===== config.mk =====
export PLATFORM = sky130hd
export DESIGN_NAME = dcd_dispatch
export DESIGN_NICKNAME = d
export VERILOG_FILES = /design/src/rtl/dcd_disp_pkg.sv /design/src/rtl/dcd_slot_classify.sv /design/src/rtl/dcd_group_select.sv /design/src/rtl/dcd_out_stage.sv /design/src/rtl/dcd_dispatch.sv
export SDC_FILE = /design/constraint.sdc
export NUM_CORES = 1
export LEC_CHECK = 0
export ABC_AREA = 1
export BUFFER_PORTS_ARGS = -buffer_cell sky130_fd_sc_hd__buf_2
export CAP_MARGIN = 40
export CORE_MARGIN = 4
export CORE_UTILIZATION = 40
export CTS_BUF_LIST = sky130_fd_sc_hd__clkbuf_8
export DETAILED_ROUTE_END_ITERATION = 12
export PLACE_DENSITY = 0.85
export SYNTH_ARGS = -nofsm -noshare
export SYNTH_HDL_FRONTEND = slang
export SYNTH_SLANG_ARGS = --single-unit

===== constraint.sdc =====
create_clock -name clk -period 2.9 [get_ports clk]
set_clock_uncertainty 0.05 [all_clocks]
set_input_delay 0.29 -clock clk [delete_from_list [all_inputs] [get_ports clk]]
set_output_delay 0.29 -clock clk [all_outputs]
set_load 0.01 [all_outputs]

===== src/rtl/dcd_disp_pkg.sv =====
package dcd_disp_pkg;

  typedef enum logic [1:0] {
    PATH_NONE   = 2'd0,
    PATH_SHORT  = 2'd1,
    PATH_LONG   = 2'd2,
    PATH_VECTOR = 2'd3
  } path_e;

  // Class of one queue entry; an absent or lengthless entry has no path.
  function automatic path_e class_of(input logic present, input int unsigned len,
                                     input logic cplx, input int unsigned short_max,
                                     input int unsigned long_max);
    path_e res;
    if (!present || len == 0) res = PATH_NONE;
    else if (cplx)            res = PATH_VECTOR;
    else if (len <= short_max) res = PATH_SHORT;
    else if (len <= long_max)  res = PATH_LONG;
    else                       res = PATH_VECTOR;
    return res;
  endfunction

  // Number of entries a group consumes.
  function automatic logic [1:0] group_size(input logic lead, input logic pair);
    return pair ? 2'd2 : (lead ? 2'd1 : 2'd0);
  endfunction

endpackage


===== src/rtl/dcd_slot_classify.sv =====
module dcd_slot_classify
  import dcd_disp_pkg::*;
#(
  parameter int LEN_W     = 4,
  parameter int SHORT_MAX = 7,
  parameter int LONG_MAX  = 11
) (
  input  logic             vld,
  input  logic [LEN_W-1:0] len,
  input  logic             cplx,
  output path_e            path
);

  always_comb begin
    path = class_of(vld, 32'(len), cplx, SHORT_MAX, LONG_MAX);
  end

endmodule


===== src/rtl/dcd_group_select.sv =====
module dcd_group_select
  import dcd_disp_pkg::*;
(
  input  path_e      lead_path,
  input  path_e      next_path,
  input  logic       accept,
  output logic       take_pair,
  output logic [1:0] pop
);

  logic lead_ok;

  always_comb begin
    lead_ok   = (lead_path != PATH_NONE);
    take_pair = (lead_path == PATH_SHORT) && (next_path == PATH_SHORT);
    pop       = accept ? group_size(lead_ok, take_pair) : 2'd0;
    assert_pop_bound_R11: assert (pop != 2'd3);
  end

endmodule


===== src/rtl/dcd_out_stage.sv =====
module dcd_out_stage
  import dcd_disp_pkg::*;
#(
  parameter int LEN_W = 4
) (
  input  logic             clk,
  input  logic             rst,
  input  logic             load,
  input  path_e            d_path0,
  input  path_e            d_path1,
  input  logic [LEN_W-1:0] d_len0,
  input  logic [LEN_W-1:0] d_len1,
  input  logic             out_ready,
  output logic             free,
  output logic             out_valid,
  output path_e            out_path0,
  output path_e            out_path1,
  output logic [LEN_W-1:0] out_len0,
  output logic [LEN_W-1:0] out_len1
);

  logic drain;

  always_comb begin
    drain = out_valid && out_ready;
    free  = !out_valid || out_ready;
  end

  always_ff @(posedge clk) begin
    if (rst) begin
      out_valid <= 1'b0;
      out_path0 <= PATH_NONE;
      out_path1 <= PATH_NONE;
      out_len0  <= '0;
      out_len1  <= '0;
    end else if (load) begin
      out_valid <= 1'b1;
      out_path0 <= d_path0;
      out_path1 <= d_path1;
      out_len0  <= d_len0;
      out_len1  <= d_len1;
    end else if (drain) begin
      out_valid <= 1'b0;
    end
  end

  assert_hold_stall_R9: assert property (@(posedge clk) disable iff (rst)
    (out_valid && !out_ready) |=> (out_valid && $stable(out_path0) && $stable(out_path1)
                                   && $stable(out_len0) && $stable(out_len1)));

  assert_no_load_stall_R9: assert property (@(posedge clk) disable iff (rst)
    (out_valid && !out_ready) |-> !load);

  assert_reset_clear_R10: assert property (@(posedge clk) rst |=> !out_valid);

endmodule


===== src/rtl/dcd_dispatch.sv =====
module dcd_dispatch
  import dcd_disp_pkg::*;
#(
  parameter int LEN_W     = 4,
  parameter int SHORT_MAX = 7,
  parameter int LONG_MAX  = 11
) (
  input  logic               clk,
  input  logic               rst,
  input  logic [1:0]         q_vld,
  input  logic [2*LEN_W-1:0] q_len,
  input  logic [1:0]         q_cplx,
  output logic [1:0]         in_pop,
  output logic               out_valid,
  input  logic               out_ready,
  output logic [1:0]         out_path0,
  output logic [1:0]         out_path1,
  output logic [LEN_W-1:0]   out_len0,
  output logic [LEN_W-1:0]   out_len1
);

  localparam int SLOTS = 2;
  localparam logic [LEN_W-1:0] LONG_TOP  = LEN_W'(LONG_MAX);
  localparam logic [LEN_W-1:0] SHORT_TOP = LEN_W'(SHORT_MAX);

  path_e            slot_path [SLOTS];
  logic [LEN_W-1:0] slot_len  [SLOTS];
  logic             take_pair;
  logic             stage_free;
  logic             accept;
  logic             load;
  path_e            next_path1;
  logic [LEN_W-1:0] next_len1;
  path_e            o_path0;
  path_e            o_path1;

  for (genvar g = 0; g < SLOTS; g++) begin : g_slot
    assign slot_len[g] = q_len[g*LEN_W +: LEN_W];
    dcd_slot_classify #(
      .LEN_W(LEN_W), .SHORT_MAX(SHORT_MAX), .LONG_MAX(LONG_MAX)
    ) u_cls (
      .vld  (q_vld[g]),
      .len  (slot_len[g]),
      .cplx (q_cplx[g]),
      .path (slot_path[g])
    );
  end

  always_comb begin
    accept     = stage_free && !rst;
    load       = (in_pop != 2'd0);
    next_path1 = take_pair ? slot_path[1] : PATH_NONE;
    next_len1  = take_pair ? slot_len[1] : '0;
  end

  dcd_group_select u_sel (
    .lead_path (slot_path[0]),
    .next_path (slot_path[1]),
    .accept    (accept),
    .take_pair (take_pair),
    .pop       (in_pop)
  );

  dcd_out_stage #(.LEN_W(LEN_W)) u_out (
    .clk       (clk),
    .rst       (rst),
    .load      (load),
    .d_path0   (slot_path[0]),
    .d_path1   (next_path1),
    .d_len0    (slot_len[0]),
    .d_len1    (next_len1),
    .out_ready (out_ready),
    .free      (stage_free),
    .out_valid (out_valid),
    .out_path0 (o_path0),
    .out_path1 (o_path1),
    .out_len0  (out_len0),
    .out_len1  (out_len1)
  );

  assign out_path0 = o_path0;
  assign out_path1 = o_path1;

  assert_short_len_R1: assert property (@(posedge clk) disable iff (rst)
    (out_valid && o_path0 == PATH_SHORT) |-> (out_len0 != '0 && out_len0 <= SHORT_TOP));

  assert_long_len_R2: assert property (@(posedge clk) disable iff (rst)
    (out_valid && o_path0 == PATH_LONG) |-> (out_len0 > SHORT_TOP && out_len0 <= LONG_TOP));

  assert_cplx_vector_R3: assert property (@(posedge clk) disable iff (rst)
    (in_pop != 2'd0 && q_cplx[0]) |=> (o_path0 == PATH_VECTOR));

  assert_overlong_vector_R4: assert property (@(posedge clk) disable iff (rst)
    (out_valid && out_len0 > LONG_TOP) |-> (o_path0 == PATH_VECTOR));

  assert_pair_result_R5: assert property (@(posedge clk) disable iff (rst)
    (in_pop == 2'd2) |=> (out_valid && o_path0 == PATH_SHORT && o_path1 == PATH_SHORT));

  assert_single_result_R6: assert property (@(posedge clk) disable iff (rst)
    (in_pop == 2'd1) |=> (out_valid && o_path1 == PATH_NONE && out_len1 == '0));

  assert_no_mixed_pair_R7: assert property (@(posedge clk) disable iff (rst)
    (out_valid && o_path0 != PATH_SHORT) |-> (o_path1 == PATH_NONE));

  assert_blocked_head_R8: assert property (@(posedge clk) disable iff (rst)
    (!q_vld[0] || slot_len[0] == '0) |-> (in_pop == 2'd0));

  assert_pop_when_free_R11: assert property (@(posedge clk) disable iff (rst)
    (in_pop != 2'd0) |-> (!out_valid || out_ready));

  assert_pop_loads_R11: assert property (@(posedge clk) disable iff (rst)
    (in_pop != 2'd0) |=> out_valid);

endmodule


==> flow_summary.json <==
{
  "path_max_fanout": 16,
  "area_growth_from_synthesis_to_final_layout_pct": 34.8,
  "num-nets-final": 119,
  "power.clock.fraction_pct": 39.6,
  "drt-initial-drc-count": 31,
  "grt_util_all_layers_pct": 15.1,
  "dieArea_mm2": 0.00206,
  "timing_worst_slew_pin_value_ns": 0.205,
  "period_needed_ns": 1.67,
  "cts-resized-gates": 0,
  "numClockSinks": 13,
  "cap_violations": 0,
  "rows": 13,
  "report.final.setup_viol": 0,
  "post_synthesis_share_of_cell_area_spent_on_and_or_nand_and_nor_gates_pct": 30.3,
  "crit_required_ns": 2.56,
  "route.antenna.remaining_nets": 0,
  "synth.ff_latch_count": 13,
  "syn-mean-instance-area_um2": 7.86,
  "pwr-share-seq_pct": 47.3,
  "total_core_area_mm2": 0.00130,
  "globalRoute.totalOverflow": 0,
  "hold_slack_ns": 0.221,
  "placedInstanceArea_um2": 707,
  "io_buffer_count": 29,
  "final-seq-area_um2": 260,
  "postLayoutSetupSlackWorst_ns": 1.23,
  "drt_first_pass_iters": 4,
  "hold_viol": 0,
  "multi_input_comb_area_um2": 243,
  "post_drt_wl_per_cell_um": 12.2,
  "diode_insertion_count_for_antenna_repair": 0,
  "synth_compound_area_share_pct": 13.2,
  "hold_path_class": "input port to flop",
  "layout.cells.non_filler": 118,
  "grt_pass1_vias": 555,
  "switching_component_of_the_power_uw": 100,
  "max_slew_margin_pct": 86.2,
  "post_synth_net_total": 86,
  "drt_wl_total_um": 1440,
  "floorplan.initialDensity_pct": 42.9,
  "fillers": 123,
  "post-place-cells": 114,
  "tns_ns": 0,
  "max_clk_rate_mhz": 599,
  "share_of_the_core_filled_with_cells_in_the_final_layout_pct": 57.8,
  "synth_cell_types": 16,
  "final_max_slew_viol_count": 0,
  "synth.area.mux_share_pct": 0,
  "die-width_um": 45.4,
  "max-clock-path-buffers": 2,
  "largest_net_degree_at_the_start_of_global_routing": 17,
  "met3_usage_pct": 4.78,
  "cts_root_buf": "clkbuf_8",
  "design_power_uw": 400,
  "status": "finished, final reports clean",
  "drc_errors": 0,
  "power.leakage_nw": 0.397,
  "endpoint_kind": "output port",
  "hpwl_um": 1060,
  "gr-max-usage-layer": "met2",
  "htree_levels": 1,
  "grt_setup_unrepaired": "no",
  "area_fraction_of_the_dominant_cell_type_after_synthesis_pct": 46.6,
  "num_vias": 590,
  "cts.hold.buffers_added": 0,
  "cts_inserted_buffers": 3,
  "grt_first_pass_wirelength_um": 2260,
  "post_synth_inst_count": 71,
  "vias_per_cell": 5.00,
  "pwr_density_cell_mw_per_mm2": 532,
  "die_height_um": 45.4,
  "worst_skew_pair.late_latency_ns": 0.25,
  "ys_top_cells_by_area": "dfxtp_1, nand2_1, nor2_1",
  "post-place-ws_ns": 1.34,
  "cts_tree": "done",
  "combPwrFrac_pct": 13.1,
  "drive_above_1_share_pct": 37.9,
  "synthAdderAreaFrac_pct": 0,
  "largest_voltage_drop_on_the_vdd_net_v": 0.000344,
  "place_congestion": 0.766,
  "path_class": "flop to output port",
  "synth_sequential_area_ratio_pct": 46.6,
  "dominant_combinational_cell_family_by_area_after_synthesis": "simple AND/OR/NAND/NOR gates",
  "synth-warning-count": 0,
  "finish.instance_area_um2": 752,
  "layout_worst_path_cycle_share_pct": 57.6,
  "setup.worst_path.start_class": "flop",
  "use_met2_pct": 26.6,
  "power.switching_fraction_pct": 25.0,
  "clock_pin_slew_on_the_worst_setup_and_hold_paths_ns": 0.05,
  "netlist_area_um2": 558,
  "synth_xor_xnor_area_share_pct": 0,
  "use_met1_pct": 16.3,
  "io-pin-count": 30,
  "worst-endpoint-arrival_ns": 1.33,
  "synth_top_area_cell": "dfxtp_1",
  "internal_power_uw": 300,
  "initial_antenna_violation_count": 0,
  "postCtsSetupBuffers": 0
}
-- cells by family after synthesis --
logic type | Yosys count
AOI/OAI and AO/OA | 14
DFF | 13
buffers and inverters | 11
and+or+nand+nor | 33
-- registers in the layout, summed over array words and instances (netlist names) --
register,count
u_out.out_len0,4
u_out.out_path0,2
u_out.out_len1,4
u_out.out_path1,2
u_out.out_valid,1
-- worst paths after layout --
kind	start	to	slack, ns	cells past startpoint
max	u_out.out_valid$_SDFFE_PP0P_	in_pop[1]	1.23	6
max reg2reg	u_out.out_valid$_SDFFE_PP0P_	u_out.out_len0[3]$_SDFFE_PP0P_	1.72	5
min	rst	u_out.out_len1[1]$_SDFFE_PP0P_	0.22	2
min reg2reg	u_out.out_path1[1]$_SDFFE_PP0P_	u_out.out_path1[1]$_SDFFE_PP0P_	0.40	2
-- per-layer routing --
metal	part of all wire [%]	wire [um]
met5	0	0
met4	1.7	24
met3	8.3	120
met2	51	738
met1	39	561
-- area by class of cell --
type	instances	area share, %
clock inverter	1	0.499
inverter	10	5.32
multi-input combinational	47	32.3
tap	15	2.50
sequential	13	34.6
clock buffer	3	5.49
timing repair buffer	29	19.3
-- power by group through the flow --
stage                     Clock (mW)  Sequential [mW]  Combinational, mW
final                          0.159            0.189             0.0523
after CTS                      0.159            0.189             0.0523
after detailed placement           0            0.193             0.0517
after global placement             0            0.193             0.0496
after global routing           0.167            0.190             0.0581
after floorplan                    0            0.196             0.0260
-- cell usage after synthesis --
library cell,n
a21oi_1,7
nand2_1,11
nor2_4,1
inv_1,8
a21oi_2,1
nand3_2,1
inv_2,1
inv_4,1
dfxtp_1,13
nand3b_1,1
nand3_1,6
nand4_4,1
buf_8,1
nand2_2,1
nor2_1,11
o21ai_0,6
-- critical path, cell delays in order (launching register included) --
cell and delay [ns]:
dfxtp_1 0.31, nand2_1 0.12, nand4_4 0.19, inv_4 0.19, nand2_1 0.10, inv_1 0.06
buf_2 0.12
-- placed cells by master (no fill, tap or decap), drive strengths merged --
cell type / count
buf: 29
dfxtp: 13
nor2: 12
nand2: 12
inv: 11
a21oi: 8
nand3: 7
o21ai: 6
clkbuf: 3
nand4: 1
nand3b: 1
No activity file was read; power rests on OpenSTA's default activity.
